==> src/rtl/ep_pkt_buf.sv <==
module ep_pkt_buf #(
  parameter int MAX_BYTES = 64
) (
  input  logic        clk,
  input  logic        rst_n,
  input  logic        dir_in,
  input  logic        cpu_wr,
  input  logic        cpu_rd,
  input  logic [15:0] cpu_wdata,
  output logic [15:0] cpu_rdata,
  output logic        cpu_err,
  output logic        usb_tx_valid,
  output logic [7:0]  usb_tx_data,
  input  logic        usb_tx_ready,
  input  logic        usb_rx_valid,
  input  logic [7:0]  usb_rx_data,
  input  logic        usb_rx_end,
  output logic        buf_full
);
  localparam int DEPTH = MAX_BYTES + (MAX_BYTES % 2);
  localparam int IW    = $clog2(DEPTH);
  localparam int BW    = $clog2(DEPTH + 1) + 1;
  localparam logic [BW-1:0] MAXL = BW'(MAX_BYTES);

  logic [7:0]    mem [DEPTH];
  logic [BW-1:0] bp, pkt_len;
  logic          hdr, full, err_q;

  wire [IW-1:0] lo_i = bp[IW-1:0];
  wire [IW-1:0] hi_i = {lo_i[IW-1:1], 1'b1};
  wire [BW-1:0] bp_n1 = bp + BW'(1);
  wire [BW-1:0] bp_n2 = bp + BW'(2);

  wire [15:0]   wlen    = (cpu_wdata > 16'(MAX_BYTES)) ? 16'(MAX_BYTES) : cpu_wdata;
  wire [BW-1:0] hdr_len = wlen[BW-1:0];

  wire in_wr   = dir_in && cpu_wr && !full;
  wire out_rd  = !dir_in && cpu_rd && full;
  wire tx_fire = usb_tx_valid && usb_tx_ready;
  wire rx_take = !dir_in && !full && usb_rx_valid && (bp < MAXL);
  wire rx_done = !dir_in && !full && usb_rx_end;
  wire [BW-1:0] rx_cnt = bp + BW'(rx_take);

  wire [7:0] hi_byte = (bp_n1 < pkt_len) ? mem[hi_i] : 8'h00;

  assign cpu_rdata    = (!dir_in && full) ? (hdr ? 16'(pkt_len) : {hi_byte, mem[lo_i]}) : 16'h0000;
  assign usb_tx_valid = dir_in && full && (bp < pkt_len);
  assign usb_tx_data  = mem[lo_i];
  assign buf_full     = full;
  assign cpu_err      = err_q;

  always_ff @(posedge clk) begin
    if (in_wr && !hdr) begin
      mem[lo_i] <= cpu_wdata[7:0];
      mem[hi_i] <= cpu_wdata[15:8];
    end else if (rx_take) begin
      mem[lo_i] <= usb_rx_data;
    end
  end

  always_ff @(posedge clk) begin
    if (!rst_n) begin
      bp      <= '0;
      pkt_len <= '0;
      hdr     <= 1'b1;
      full    <= 1'b0;
      err_q   <= 1'b0;
    end else begin
      err_q <= (cpu_wr && !dir_in) || (cpu_rd && dir_in);
      if (in_wr) begin
        if (hdr) begin
          pkt_len <= hdr_len;
          bp      <= '0;
          hdr     <= (hdr_len == '0);
          full    <= (hdr_len == '0);
        end else if (bp_n2 >= pkt_len) begin
          full <= 1'b1;
          hdr  <= 1'b1;
          bp   <= '0;
        end else begin
          bp <= bp_n2;
        end
      end else if (dir_in && full) begin
        if (pkt_len == '0) begin
          full <= 1'b0;
        end else if (tx_fire) begin
          if (bp_n1 == pkt_len) begin
            full <= 1'b0;
            bp   <= '0;
          end else begin
            bp <= bp_n1;
          end
        end
      end else if (rx_done) begin
        pkt_len <= rx_cnt;
        full    <= 1'b1;
        hdr     <= 1'b1;
        bp      <= '0;
      end else if (rx_take) begin
        bp <= bp_n1;
      end else if (out_rd) begin
        if (hdr) begin
          bp <= '0;
          if (pkt_len == '0) full <= 1'b0;
          else hdr <= 1'b0;
        end else if (bp_n2 >= pkt_len) begin
          full <= 1'b0;
          hdr  <= 1'b1;
          bp   <= '0;
        end else begin
          bp <= bp_n2;
        end
      end
    end
  end
endmodule


==> config.mk <==
export PLATFORM = sky130hd
export DESIGN_NAME = ep_pkt_buf
export DESIGN_NICKNAME = d
export VERILOG_FILES = /design/src/rtl/ep_pkt_buf.sv
export SDC_FILE = /design/constraint.sdc
export NUM_CORES = 1
export LEC_CHECK = 0
export BUFFER_PORTS_ARGS = -buffer_cell sky130_fd_sc_hd__buf_2
export CAP_MARGIN = 5
export CORE_MARGIN = 5
export CORE_UTILIZATION = 57
export CTS_BUF_LIST = sky130_fd_sc_hd__clkbuf_16
export DETAILED_ROUTE_END_ITERATION = 10
export PLACE_DENSITY = 0.85
export SYNTH_ARGS = -nofsm -noshare
export SYNTH_HDL_FRONTEND = slang
export SYNTH_SLANG_ARGS = --single-unit
==> constraint.sdc <==
create_clock -name clk -period 2.8 [get_ports clk]
set_clock_uncertainty 0.1 [all_clocks]
set_input_delay 0.14 -clock clk [delete_from_list [all_inputs] [get_ports clk]]
set_output_delay 0.14 -clock clk [all_outputs]
set_load 0.01 [all_outputs]
* Yosys cells after proc, flatten, opt, wreduce, memory -nomap -nowiden *
Memory sizes are Yosys's and may differ from the RTL's. A register that Yosys moved wholly into a read port is not among the register bits.
Cells that the tools add are included.

word-level totals
  register bits after elaboration = 19
  RAM bits = 512
  word-level logic and storage cells = 106
  memories kept = 1

memories
  name  words  width  rd ports  clocked after Yosys merged registers in  wr ports  line  RTL
  mem   64     8      2         2                                        2         25    logic [7:0] mem [DEPTH];

operators by class
  add/sub/neg operators = 3
  order comparisons = 5
  eq/ne operators = 12
  multiplexer cells = 50
  bitwise logic cells = 1
  reduce and logical (&&, ||, !) cells = 29

operators by type and width
  operator             count
  $mux 8               17
  $mux 16              2
  $mux 1               27
  $mux 6               4
  $gt 16x7->1 const B  1
  $logic_not 8->1      2
  $lt 8x8->1           2
  $logic_and 1x1->1    15
  $reduce_and 3->1     3
  $add 8x1->8          1
  $add 8x1->8 const B  1
  $add 8x2->8 const B  1
  $eq 8x8->1           1
  $ge 8x8->1           1
  $lt 8x7->1 const B   1
  $ne 4x2->1 const B   2
  $reduce_and 7->1     1
  $ne 3x2->1 const B   2
  $ne 3x3->1 const B   2
  $ne 6x2->1 const B   1
  $ne 5x1->1 const B   1
  $reduce_bool 5->1    1
  $ne 2x2->1 const B   2
  $ne 4x3->1 const B   1
  6 further kinds      8

* Longest topological paths before layout *
  depth in word-level cells = 11
  gate-level depth with buffers = 12
  depth with buffers taken out = 11

* Worst setup path before layout *
No wires, ideal clock.

  kind = reg-to-reg
  from = reg bp[6]
  to = mem mem[3][0], enable pin
  setup time = 0.384 ns
  arrival time = 2.368 ns
  required time = 2.316 ns
  slack = -0.052 ns
  stages on the path, launching flop included = 8
  buffers on the path = 2
  period minus slack after synthesis = 2.852 ns
  cells stage by stage = dfxtp_1 -> clkbuf_1 -> or3b_1 -> or3_1 -> buf_4 -> nand2_1 -> nand2_1 -> o21ai_0

RTL lines
  element                 line  RTL
  from (decl)             26    logic [BW-1:0] bp, pkt_len;
  from (signal assigned)  81    bp <= bp_n2;
  from (signal assigned)  91    bp <= bp_n1;
  from (signal assigned)  100   bp <= bp_n1;
  to (decl)               25

==> flow_summary.ini <==
[grt]
grt-ovfl-total = 0
grt_max_degree = 33
grt_pass1_wl_mm = 123
grt_util_all_layers = 0.328
antenna_found_initial = 0
grt_pass1_vias = 19296

[timing]
post-route-period-util = 1.20
drv_slew = 0
hold_viol_final = 0
worstMarginPinSlew_ps = 891
fmax_ghz = 0.297
setup_violations = 31
fin_ws_ps = -565
timing.setup.tns_ps = -10760
finalCriticalPeriod_ps = 3370
rsz0062_at_grt = yes
slew_headroom = 0.403

[cts]
clock_sinks = 537
cts_root_buffer = clkbuf_16
clockBufferDepth = 3
clk_latency_ps = 610
cts_htree_levels = 2
clk_pin_slew_ps = 60
cts_tree = yes
cts_made_buffers = 53

[worst_setup_path]
endpoint = cpu_rdata[1]
rr_worst_depth = 10
slowest_stage = or3_4
crit_chain = buf_12, buf_4, mux2i_1, a221oi_2, buf_4, o21ai_1, or3_4, a221o_1, a21oi_2, buf_2
worst_path_largest_cell_delay_ps = 390
crit_top_cell = buf_4
startpoint_type = flip-flop
crit_fanout = 14
rr_startpoint = bp[6]
cp.arrival_ps = 3130
required_ps = 2560
path_class = flip-flop to output port
end_kind = output port
rrSetupSlack_ps = -40

[route]
antenna_left = 0
via_count = 19955
viasPerCell = 6.74
first_iter_violations = 3393
drc_errors = 0
wirelength_mm = 85.3
drt_pass1_iterations = 7
wl_per_cell_um = 28.8

[synthesis]
syn_area_um2 = 26100
ys_seq_elements = 537
yosys_warnings = 0
syn_nets = 2078
yosysSeqAreaShare = 0.608
synthFlopType = edfxtp_1
async_reset_ff_frac = 0
avgSynthCellArea_um2 = 13.0
syn_inst = 2015
synth_edf_count = 512
yosysUniqueCellTypes = 78

[power_and_ir_drop]
power_uw = 17800
leakagePower_uw = 0.0112
ir_drop_v = 0.000447
power.density_nw_per_um2 = 555

[hold_path]
hold_path_depth = 4
hold_class = input pin to flip-flop
min-delay-start = usb_rx_data[0]

[placement]
placed_area_um2 = 28700
gp_congestion = 1.01
dp_cells = 2794
portBuffers = 58
dp_hpwl_mm = 57.4

[layout]
drive_gt1_frac = 0.308
final_cell_area_um2 = 32100
fill_cells = 2810
syn_to_final_growth_pct = 22.9
layout.nets = 2383
layout.cells.non_filler = 2961

[status]
status = complete, but fails checks
violations = negative setup slack

[floorplanning]
num_io_pins = 59
die_h_um = 224
row_count = 78
core_um2 = 45400
initial_utilization = 0.575
dieArea_um2 = 50200
fp.dieW_um = 224

[flow_run]
cap_violations = 0
[state kept, by name, indices dropped and copies added (netlist names), named ones only]
| name | flops |
|---|---|
| mem | 512 |
| bp | 8 |
| pkt_len | 8 |
| buf_full | 1 |
| cpu_err | 1 |
| hdr | 1 |
[worst min-delay path by stage]
stage / end / slack (ps)
2_1_floorplan: cpu_err / 180
3_3_place_gp: cpu_err / 330
3_5_place_dp: cpu_err / 360
4_1_cts: mem[31][0] / 20
5_1_grt: mem[25][0] / 60
6_report: mem[13][0] / 50
[where the power goes]
part / switching (uW) / total (uW) / internal (uW)
clock: 3070 / 6870 / 3800
combinational: 1190 / 1960 / 768
sequential: 46.1 / 8970 / 8930
[metrics by stage]
step           hold WS, ps  worst slack, ps  utilization
3_3_place_gp           334             -199        0.633
4_1_cts               18.7             -491        0.693
3_5_place_dp           359             -193        0.633
5_1_grt               61.2             -585        0.707
6_report              47.9             -565        0.707
2_1_floorplan          184            -51.9            -
[cells in the final DEF (no fill, tap or decap), drive strengths merged, types with 8 or more instances in the layout]
cell         Yosys  layout
edfxtp         512     512
buf             73     400
nor2           325     325
a21oi          276     276
mux2i          143     143
mux4            99      99
nand2           80      80
o21ai           59      59
clkbuf          96      53
inv             29      41
ha              31      31
o22ai           29      29
dfxtp           25      25
clkinv           0      25
a221oi          22      22
nand3           20      20
dlygate4sd3      0      19
nor3            15      15
a22oi           12      12
xnor2           11      11
o31ai           11      11
nand2b          10      10
nand4            9       9
nor2b            9       9
a211oi           9       9
and2             8       8
nor3b            8       8
[repair_timing]
item,in CTS,in global routing
gates cloned,2,0
hold buffers,19,0
pin swaps,23,23
hold endpoints to repair,37,0
resized for setup,143,101
setup buffers,29,22
setup endpoints to repair,39,193
[cell type report]
class                   count  area (um^2)  area share
well taps                 600          751      0.0234
diodes                      1         2.50   0.0000780
clock inverters            42          300     0.00936
clock buffers              53         1330      0.0413
flip-flops and latches    537        15900       0.495
repair buffers            419         3610       0.112
inverters                  29          109     0.00339
multi-input cells        1280        10100       0.315
[metal layers]
layer  wire [um]  track usage
met3       12500        0.104
met1       28900        0.430
met2       39300        0.514
met5           0            0
met4        4660        0.137
[cells by family (layout without fill, tap and decap cells)]
logic type,Yosys count,in the layout,synth area share
and+or+nand+nor,505,505,0.0822
muxes,249,249,0.145
xor gates and xnor gates,17,17,0.00570
DFF,537,537,0.608
other,0,1,0
adders and majority gates,31,31,0.0149
AOI/OAI and AO/OA,478,478,0.108
buffers and inverters,198,543,0.0363
[cells in the mapped netlist (all sizes together), types with 6 or more instances]
library cell / count / share of area
edfxtp: 512 / 0.59
nor2: 325 / 0.047
a21oi: 276 / 0.053
mux2i: 143 / 0.055
mux4: 99 / 0.087
clkbuf: 96 / 0.014
nand2: 80 / 0.012
buf: 73 / 0.018
o21ai: 59 / 0.011
ha: 31 / 0.015
inv: 29 / 0.0042
o22ai: 29 / 0.0069
dfxtp: 25 / 0.019
a221oi: 22 / 0.0074
nand3: 20 / 0.0038
nor3: 15 / 0.0031
a22oi: 12 / 0.0035
o31ai: 11 / 0.0032
xnor2: 11 / 0.0037
nand2b: 10 / 0.0024
a211oi: 9 / 0.0026
nand4: 9 / 0.0022
nor2b: 9 / 0.0022
and2: 8 / 0.0019
nor3b: 8 / 0.0027
mux2: 7 / 0.0030
o21a: 6 / 0.0017
or3: 6 / 0.0014
xor2: 6 / 0.0020
[critical path: cells and delay by family, from the launching register on]
| kind | cells | cell delay, ps |
|---|---|---|
| buffers and inverters | 4 | 640 |
| multiplexers | 1 | 140 |
| AND/OR/NAND/NOR | 1 | 390 |
| flip-flops | 1 | 360 |
| AO/OA/AOI/OAI | 4 | 960 |
(Power assumes the default switching activity.)
